==> src/rtl/uerr_pkg.sv <==
package uerr_pkg;

    localparam int ERR_MAX   = 32;
    localparam int PTR_FLD_W = 5;
    localparam int CTRL_W    = 32;

    typedef enum logic {
        SEL_CTRL = 1'b0,
        SEL_STAT = 1'b1
    } reg_sel_e;

    // CRC capability and enable bits, in the order they sit in the control word
    typedef struct packed {
        logic chk_en;
        logic chk_cap;
        logic gen_en;
        logic gen_cap;
    } ecrc_bits_t;

    // Control word layout, most significant field first
    typedef struct packed {
        logic [19:0]          rsvd;
        logic                 prefix_vld;
        logic                 mh_en;
        logic                 mh_cap;
        ecrc_bits_t           ecrc;
        logic [PTR_FLD_W-1:0] ptr;
    } ctrl_word_t;

    function automatic ecrc_bits_t ecrc_from_word(input logic [CTRL_W-1:0] w);
        ecrc_bits_t b;
        b.gen_cap = w[5];
        b.gen_en  = w[6];
        b.chk_cap = w[7];
        b.chk_en  = w[8];
        return b;
    endfunction

    function automatic logic [PTR_FLD_W-1:0] lowest_set(input logic [ERR_MAX-1:0] v);
        logic [PTR_FLD_W-1:0] idx;
        idx = '0;
        for (int i = ERR_MAX - 1; i >= 0; i--) begin
            if (v[i]) idx = PTR_FLD_W'(i);
        end
        return idx;
    endfunction

endpackage

==> src/rtl/uerr_status_reg.sv <==
module uerr_status_reg #(
    parameter int NUM_ERR = 32
) (
    input  logic               clk,
    input  logic               rst_full,
    input  logic [NUM_ERR-1:0] err_detect,
    input  logic [NUM_ERR-1:0] clr_mask,
    output logic [NUM_ERR-1:0] status_q
);

    // Sticky: only the full reset clears status; a new detect beats a clear
    always_ff @(posedge clk) begin
        if (rst_full) status_q <= '0;
        else          status_q <= (status_q & ~clr_mask) | err_detect;
    end

endmodule

==> src/rtl/uerr_first_ptr.sv <==
module uerr_first_ptr
    import uerr_pkg::*;
#(
    parameter int NUM_ERR = 32,
    parameter int PTR_W   = $clog2(NUM_ERR)
) (
    input  logic               clk,
    input  logic               rst_full,
    input  logic [NUM_ERR-1:0] status_q,
    input  logic [NUM_ERR-1:0] err_detect,
    input  logic [NUM_ERR-1:0] clr_mask,
    input  logic               fw_load,
    input  logic [PTR_W-1:0]   fw_ptr,
    input  logic               prefix_in,
    output logic [PTR_W-1:0]   ptr_q,
    output logic               prefix_q,
    output logic               ptr_valid
);

    logic [NUM_ERR-1:0] kept;
    logic [NUM_ERR-1:0] newly;
    logic [ERR_MAX-1:0] newly_ext;
    logic               armed;
    logic               capture;
    logic [PTR_W-1:0]   cap_idx;

    always_comb begin
        kept      = status_q & ~clr_mask;
        newly     = err_detect & ~kept;
        newly_ext = '0;
        newly_ext[NUM_ERR-1:0] = newly;
        ptr_valid = status_q[ptr_q];
        // re-armed when the indexed bit is clear, or is being cleared this cycle
        armed     = ~kept[ptr_q];
        capture   = armed & (|newly);
        cap_idx   = PTR_W'(lowest_set(newly_ext));
    end

    always_ff @(posedge clk) begin
        if (rst_full) begin
            ptr_q    <= '0;
            prefix_q <= 1'b0;
        end else if (fw_load) begin
            ptr_q    <= fw_ptr;
        end else if (capture) begin
            ptr_q    <= cap_idx;
            prefix_q <= prefix_in;
        end
    end

endmodule

==> src/rtl/uerr_ecrc_ctl.sv <==
module uerr_ecrc_ctl
    import uerr_pkg::*;
(
    input  logic       clk,
    input  logic       rst_full,
    input  logic       rst_soft,
    input  logic       sw_we,
    input  ecrc_bits_t sw_bits,
    input  logic       mgmt_we,
    input  ecrc_bits_t mgmt_bits,
    output ecrc_bits_t ecrc_q
);

    // Capability bits: non-sticky, restored by either reset
    always_ff @(posedge clk) begin
        if (rst_full || rst_soft) begin
            ecrc_q.gen_cap <= 1'b1;
            ecrc_q.chk_cap <= 1'b1;
        end else if (mgmt_we) begin
            ecrc_q.gen_cap <= mgmt_bits.gen_cap;
            ecrc_q.chk_cap <= mgmt_bits.chk_cap;
        end
    end

    // Enable bits: sticky, management port wins a same-cycle collision
    always_ff @(posedge clk) begin
        if (rst_full) begin
            ecrc_q.gen_en <= 1'b0;
            ecrc_q.chk_en <= 1'b0;
        end else if (mgmt_we) begin
            ecrc_q.gen_en <= mgmt_bits.gen_en;
            ecrc_q.chk_en <= mgmt_bits.chk_en;
        end else if (sw_we) begin
            ecrc_q.gen_en <= sw_bits.gen_en;
            ecrc_q.chk_en <= sw_bits.chk_en;
        end
    end

endmodule

==> src/rtl/uerr_first_track.sv <==
module uerr_first_track
    import uerr_pkg::*;
#(
    parameter int NUM_ERR = 32,
    localparam int PTR_W  = $clog2(NUM_ERR)
) (
    input  logic               clk,
    input  logic               rst_full,
    input  logic               rst_soft,
    input  logic [NUM_ERR-1:0] err_detect,
    input  logic               err_prefix_logged,
    input  logic               sw_wr,
    input  logic               sw_sel,
    input  logic [CTRL_W-1:0]  sw_wdata,
    output logic [CTRL_W-1:0]  sw_rdata,
    input  logic               mgmt_wr,
    input  logic [CTRL_W-1:0]  mgmt_wdata,
    input  logic               emu_en,
    input  logic               fw_ptr_wr,
    input  logic [PTR_W-1:0]   fw_ptr_data,
    output logic [PTR_W-1:0]   first_err_ptr,
    output logic               first_err_valid,
    output logic               tx_ecrc_gen_en,
    output logic               rx_ecrc_chk_en
);

    reg_sel_e           sel;
    logic [NUM_ERR-1:0] clr_mask;
    logic [NUM_ERR-1:0] status_q;
    logic [PTR_W-1:0]   ptr_q;
    logic               prefix_q;
    logic               ptr_valid;
    logic               sw_ctrl_we;
    logic               fw_load;
    ecrc_bits_t         ecrc_q;
    ctrl_word_t         ctrl_w;
    logic               unused_wbits;

    assign sel        = reg_sel_e'(sw_sel);
    assign sw_ctrl_we = sw_wr && (sel == SEL_CTRL);
    assign clr_mask   = (sw_wr && (sel == SEL_STAT)) ? sw_wdata[NUM_ERR-1:0] : '0;
    assign fw_load    = emu_en && fw_ptr_wr;
    assign unused_wbits = ^{mgmt_wdata[CTRL_W-1:9], mgmt_wdata[4:0],
                            sw_wdata[CTRL_W-1:9], sw_wdata[4:0]};

    uerr_status_reg #(.NUM_ERR(NUM_ERR)) u_status (
        .clk        (clk),
        .rst_full   (rst_full),
        .err_detect (err_detect),
        .clr_mask   (clr_mask),
        .status_q   (status_q)
    );

    uerr_first_ptr #(.NUM_ERR(NUM_ERR), .PTR_W(PTR_W)) u_ptr (
        .clk        (clk),
        .rst_full   (rst_full),
        .status_q   (status_q),
        .err_detect (err_detect),
        .clr_mask   (clr_mask),
        .fw_load    (fw_load),
        .fw_ptr     (fw_ptr_data),
        .prefix_in  (err_prefix_logged),
        .ptr_q      (ptr_q),
        .prefix_q   (prefix_q),
        .ptr_valid  (ptr_valid)
    );

    uerr_ecrc_ctl u_ecrc (
        .clk        (clk),
        .rst_full   (rst_full),
        .rst_soft   (rst_soft),
        .sw_we      (sw_ctrl_we),
        .sw_bits    (ecrc_from_word(sw_wdata)),
        .mgmt_we    (mgmt_wr),
        .mgmt_bits  (ecrc_from_word(mgmt_wdata)),
        .ecrc_q     (ecrc_q)
    );

    always_comb begin
        ctrl_w            = '0;
        ctrl_w.ptr        = PTR_FLD_W'(ptr_q);
        ctrl_w.ecrc       = ecrc_q;
        ctrl_w.prefix_vld = prefix_q & ptr_valid;
        sw_rdata = (sel == SEL_STAT) ? CTRL_W'(status_q) : ctrl_w;
    end

    assign first_err_ptr   = ptr_q;
    assign first_err_valid = ptr_valid;
    assign tx_ecrc_gen_en  = ecrc_q.gen_en;
    assign rx_ecrc_chk_en  = ecrc_q.chk_en;

endmodule

==> config.mk <==
export PLATFORM = sky130hd
export DESIGN_NAME = uerr_first_track
export DESIGN_NICKNAME = d
export VERILOG_FILES = /design/src/rtl/uerr_pkg.sv /design/src/rtl/uerr_status_reg.sv /design/src/rtl/uerr_first_ptr.sv /design/src/rtl/uerr_ecrc_ctl.sv /design/src/rtl/uerr_first_track.sv
export SDC_FILE = /design/constraint.sdc
export NUM_CORES = 1
export LEC_CHECK = 0
export BUFFER_PORTS_ARGS = -buffer_cell sky130_fd_sc_hd__buf_2
export CAP_MARGIN = 40
export CORE_MARGIN = 2
export CORE_UTILIZATION = 30
export CTS_CLUSTER_SIZE = 12
export DETAILED_ROUTE_END_ITERATION = 12
export PLACE_DENSITY_LB_ADDON = 0.08
export SYNTH_ARGS = -nofsm -noshare
export SYNTH_HDL_FRONTEND = slang
export SYNTH_SLANG_ARGS = --single-unit
export TNS_END_PERCENT = 10
==> constraint.sdc <==
create_clock -name clk -period 2.32 [get_ports clk]
set_clock_uncertainty 0.2 [all_clocks]
set_input_delay 0 -clock clk [delete_from_list [all_inputs] [get_ports clk]]
set_output_delay 0 -clock clk [all_outputs]
set_load 0.03 [all_outputs]
==> impl_results.md, run 1 <==
- Grt total ovfl: 0
- Setup repair after global routing missed its margin: yes
- Fin crit period: 2550 ps
- Tightest slew margin relative to the limit: 60.3%
- Power per cell area: 466 nW/um2
- Most frequent standard cell in the layout excluding fill and tap cells: buf_2
- Path depth of the worst reg2reg path: 8
- Hold WS: -6.79 ps
- Count of H-tree levels built during CTS: 2
- Fill cell count: 1,088
- Antenna viol nets, final: 0
- GRT Total Usage: 20.3%
- Hold crit path type: in -> reg
- Warning count from the yosys run: 0
- Number of synthesized register bits: 42
- Fraction of final layout cells with drive strength greater than 1: 37.7%
- PnR worst setup slack: -227 ps
- Wire length of the first global-routing pass: 18.7 mm
- First DRT Iteration DRCs: 152
- EDFF count, synth: 0
- Crit share post-route: 110%
- Clock buffer depth: 2
- Remaining design rule violation count: 0
- Arrival time of data at the critical path endpoint: 2350 ps
- Final std cell area, no fill: 5330 um2
- Cell row count: 38
- Worst EP required: 2120 ps
- Number of diodes: 0
- Placer congestion estimate: 0.923
- Area after detailed placement: 4260 um2
- Starting density of the core: 30.5%
- Vias in the first global route: 3,756
- Clock net sink count: 42
- Final setup viols: 2
- Worst setup path start: u_ptr.ptr_q[0]
- Mapped Avg Cell Area: 8.23 um2
- Nature of the critical path startpoint: register
- Full die area: 11,700 um2
- Count of distinct cell types in the synthesized netlist: 55
- Largest net degree at the start of global routing: 35
- Clock-pin transition on the worst setup and hold timing paths: 90 ps
- Leakage power summed over all cells: 0.00240 uW
- Startpoint-to-endpoint class of the critical path: reg -> out
- Critical register-to-register path endpoint: u_ptr.ptr_q[2]
- Max-cap violations: 0
- Layout Utilization: 49.8%
- Clock root buffer master: clkbuf_8
- Leading area contributor after synthesis: dfxtp_1
- Reg2reg start: u_ptr.ptr_q[0]
- Top cell type's share of synthesized area: 25.8%
- Result of the run: finished with violations
- Die X: 108 um
- Nets: 743
- Total CTS buffers: 5
- Post-synth ARST share: 0%
- CTS tree: done
- Post-synthesis cell area: 3260 um2
- DPL Wire Length: 9.08 mm
- Top cells by area in the synthesized netlist: dfxtp_1 (26%), mux4_2 (12%), a21oi_1 (7.5%)
- Core Area: 10,700 um2
- Tightest Pin Transition: 595 ps
- Total via count after detailed routing: 3,846
- Number of port buffers: 121
- Flop-to-flop setup slack: 60 ps
- Final Hold Violating Endpoints: 1
- WL per Instance: 15.2 um
- Number of antenna violations at the first check in global routing: 0
- Setup tns final: -448 ps
- Count of mapped cells out of synthesis: 396
- Signed area change from the synthesized netlist to the final layout: 63.5%
- Achievable frequency: 393 MHz
- Post-Route WL: 11.8 mm
- Slew Viols, Final: 0
- Total I/O pin count: 150
- Initial DRT Pass Iterations: 5
- Register area share after synthesis: 25.8%
- Highest-count cells in the layout ignoring fill and taps: buf_2 (119), dlygate4sd3_1 (90), nand2_1 (51)
- Die extent in y: 108 um
- Capturing element type of the critical path: output pin
- Routed via count divided by cell count: 4.97
- Largest driver fanout on the critical path: 8
- Most frequently used flop master after synthesis: dfxtp_1
- Synth Net Count: 506
- Clock latency of the later-clocked register in the worst-skew pair: 290 ps
- Violations in the final reports: hold timing, setup timing
- Crit path to: first_err_valid
- Worst-case vdd ir drop: 0.000212 V
-- cell type report --
cell class                 instances  area [um2]  area share (%)
timing repair buffer             259        1950            36.5
clock inverter                     1        5.00          0.0939
tap                              140         175            3.29
inverter                           4        15.0           0.282
multi-input combinational        321        2250            42.2
clock buffer                       7        86.3            1.62
sequential                        42         851            16.0
-- power by group --
part | switching, uW | internal [uW]
Sequential | 75.6 | 780
Clock | 274 | 241
Combinational | 524 | 588
-- cells in the mapped netlist (all sizes together) (2+ instances only) --
cell	n
nand2	52
a21oi	49
dfxtp	42
nor2	42
nand3	38
and2	23
buf	21
mux4	17
a21bo	14
mux2	11
a21boi	9
mux2i	9
clkbuf	8
a211oi	6
o21ai	5
a22oi	4
inv	4
nand4	4
a21o	3
a31oi	3
nand2b	3
nor2b	3
and4	2
o31ai	2
-- per-stage QoR --
step	instances	power, uW	setup WS (ps)
final	774	2480	-227
after global routing	774	2640	-298
after CTS	772	2470	-255
after detailed placement	674	1800	-62.8
after global placement	674	1790	-62.0
after floorplan	396	1460	-2.36
-- layer usage --
| metal | vias up | wire length, um | global-route usage (%) |
|---|---|---|---|
| li1 | 1925 | - | - |
| met4 | 0 | 95 | 3.75 |
| met5 | - | 0 | 0 |
| met2 | 114 | 5490 | 33.2 |
| met1 | 1799 | 5590 | 28.8 |
| met3 | 8 | 598 | 2.89 |
-- what timing repair did --
action,4_1_cts,5_1_grt
hold buffers,90,0
hold endpoints to repair,42,0
pin swaps,1,2
gates resized for setup,8,15
buffers inserted,0,2
endpoints found under the setup margin,2,7
-- worst min path at each step --
stage,startpoint,end,slack (ps),cells past startpoint
floorplan,rst_soft,u_ecrc.ecrc_q[0],-100,2
global placement,rst_soft,u_ecrc.ecrc_q[0],-5,3
detailed placement,rst_soft,u_ecrc.ecrc_q[2],-4,3
CTS,rst_full,u_status.status_q[1],0.3,2
global route,rst_full,u_status.status_q[28],2,2
finish,rst_full,u_status.status_q[28],-7,2
-- critical path, stage by stage, from the launching register on --
cell	delay, ps
dfxtp_4	380
buf_8	130
mux4_2	510
mux4_2	490
mux2_4	280
buf_4	140
buf_6	130
-- flip-flops by register name, indices dropped and copies added, names as in the netlist --
| signal | count |
|---|---|
| u_status.status_q | 32 |
| u_ptr.prefix_q | 1 |
| u_ptr.ptr_q | 5 |
| u_ecrc.ecrc_q | 4 |
-- logic make-up (layout without fill, tap and decap cells) --
| kind of cell | Yosys count | after routing | share of synthesized area [%] |
|---|---|---|---|
| buffers and inverters | 33 | 271 | 6.14 |
| multiplexers | 37 | 37 | 18.3 |
| flip-flops | 42 | 42 | 25.8 |
| AO/OA/AOI/OAI | 110 | 110 | 23.6 |
| AND/OR/NAND/NOR | 174 | 174 | 26.1 |
Power figures use the tool's default switching activity.
==> inputs of run 2 (changes only) <==
==> constraint.sdc (replaced) <==
create_clock -name clk -period 2.32 [get_ports clk]
set_clock_uncertainty 0.2 [all_clocks]
set_input_delay 0.232 -clock clk [delete_from_list [all_inputs] [get_ports clk]]
set_output_delay 0.232 -clock clk [all_outputs]
set_load 0.03 [all_outputs]
==> impl_results.md, run 2 (same netlist as run 1, synthesis figures left out) <==
- Result of the run: finished with violations
- Violations in the final reports: setup timing
- Die extent in y: 108 um
- Critical path's largest stage delay: 510 ps
- Largest driver fanout on the critical path: 5
- Cells traversed along the worst timing path: buf_12 > mux4_2 > mux4_2 > mux2_4 > nand2_4 > o21ai_4 > buf_6
- Routed via count divided by cell count: 4.96
- Crit share post-route: 120%
- Placer congestion estimate: 0.846
- Tightest slew margin relative to the limit: 66.9%
- Clock-pin transition on the worst setup and hold timing paths: 90 ps
- Fin crit period: 2770 ps
- Clock buffer depth: 2
- Most congested layer reported by global routing: met2
- Most frequent standard cell in the layout excluding fill and tap cells: buf_2
- Worst setup path start: u_ptr.ptr_q[0]
- Number of port buffers: 121
- Reg2reg start: u_ptr.ptr_q[3]
- Slew Viols, Final: 0
- Count of H-tree levels built during CTS: 2
- First DRT Iteration DRCs: 113
- Worst setup slack after placement: -275 ps
- Largest net degree at the start of global routing: 29
- Clock latency of the later-clocked register in the worst-skew pair: 300 ps
- Post-Route WL: 11.9 mm
- CP bufs+invs: 2
- Clock root buffer master: clkbuf_8
- Number of antenna violations at the first check in global routing: 0
- Starting density of the core: 30.5%
- Path depth of the worst reg2reg path: 7
- Capturing element type of the critical path: output pin
- Achievable frequency: 360 MHz
- Tightest Pin Transition: 497 ps
- Full die area: 11,700 um2
- Fill cell count: 1,087
- Met3 usage in global routing: 2.83%
- CTS tree: done
- Area after detailed placement: 4690 um2
- Signed area change from the synthesized netlist to the final layout: 60.3%
- Arrival time of data at the critical path endpoint: 2340 ps
- Global routing met2 resource utilization: 32.7%
- Hold crit path type: in -> reg
- Setup repair after global routing missed its margin: yes
- Initial DRT Pass Iterations: 4
- Final setup viols: 4
- Remaining design rule violation count: 0
- Number of diodes: 0
- Largest register FFs: 32
- Antenna viol nets, final: 0
- Nets: 741
- Nature of the critical path startpoint: register
- Worst-case vdd ir drop: 0.000274 V
- Wire length of the first global-routing pass: 19.3 mm
- Power per cell area: 469 nW/um2
- Layout Utilization: 48.9%
- Logic depth of the worst path, buffers included: 7
- Cell row count: 38
- PnR worst setup slack: -454 ps
- Hold Path Origin: err_detect[3]
- Hold Path Cell Cnt: 3
- Core Area: 10,700 um2
- Reg with most FFs: u_status.status_q
- Placed cell count: 726
- Highest-count cells in the layout ignoring fill and taps: buf_2 (120), buf_4 (91), nand2_1 (51)
- Fraction of final layout cells with drive strength greater than 1: 46.1%
- Clock net sink count: 42
- Hold WS: 5.80 ps
- Number of cells in the finished layout apart from fillers: 771
- Leakage power summed over all cells: 0.00240 uW
- Regs by FF count: u_status.status_q x32, u_ptr.ptr_q x5, u_ecrc.ecrc_q x4
- Slowest-stage cell, CP: mux4_2
- Cell family with most CP delay: multiplexers
- Die X: 108 um
- Total via count after detailed routing: 3,823
- Final std cell area, no fill: 5230 um2
- Final Hold Violating Endpoints: 0
- Total CTS buffers: 5
- Grt total ovfl: 0
- Total I/O pin count: 150
- Met1 track demand over resource in global routing: 30.6%
- GRT Total Usage: 20.9%
- Startpoint-to-endpoint class of the critical path: reg -> out
- Worst EP required: 1890 ps
- Max-cap violations: 0
- WL per Instance: 15.4 um
- Dominant cell type by count on the critical path: mux4_2
- Vias in the first global route: 3,770
- DPL Wire Length: 9.56 mm
run 2: metrics by stage:
stage          total power (uW)  TNS (ps)
2_1_floorplan              1470      -164
4_1_cts                    2460      -899
3_5_place_dp               1900     -1610
3_3_place_gp               1890     -1510
6_report                   2450      -858
5_1_grt                    2600     -1560
run 2: final timing paths:
path | endpoint | slack [ps]
min reg2reg | u_ecrc.ecrc_q[2] | 280
max | sw_rdata[11] | -450
min | u_status.status_q[3] | 6
max reg2reg | u_ptr.ptr_q[0] | -20
run 2: what timing repair did:
action | CTS | global route
setup buffers | 2 | 0
endpoints found under the hold margin | 35 | 0
setup endpoints to repair | 8 | 8
pin swaps | 0 | 3
hold buffers | 36 | 0
gates resized for setup | 14 | 6
run 2: metal layers:
metal  up-vias  part of all wire, %
li1       1924                    -
met1      1785                   50
met2       103                   45
met3        11                  4.5
met4         0                  1.1
met5         -                    0
run 2: worst reg2reg max path, stage by stage (launching register included):
cell	delay, ps
dfxtp_2	430
a21oi_1	280
a21oi_1	70
mux2_2	300
a211oi_2	290
o211ai_4	180
a211o_1	270
a311oi_2	230
run 2: final cells by class:
class                   count  area, um2  share of cell area, %
inverters                   4       15.0                  0.287
clock inverters             2       10.0                  0.192
clock buffers               5       68.8                   1.32
repair buffers            257       1830                   35.0
flip-flops and latches     42        853                   16.3
multi-input cells         321       2280                   43.6
well taps                 140        175                   3.35
run 2: where the power goes:
group | total, uW | switching, uW | internal (uW)
logic | 1120 | 545 | 578
clock network | 479 | 276 | 203
registers | 847 | 67.1 | 780
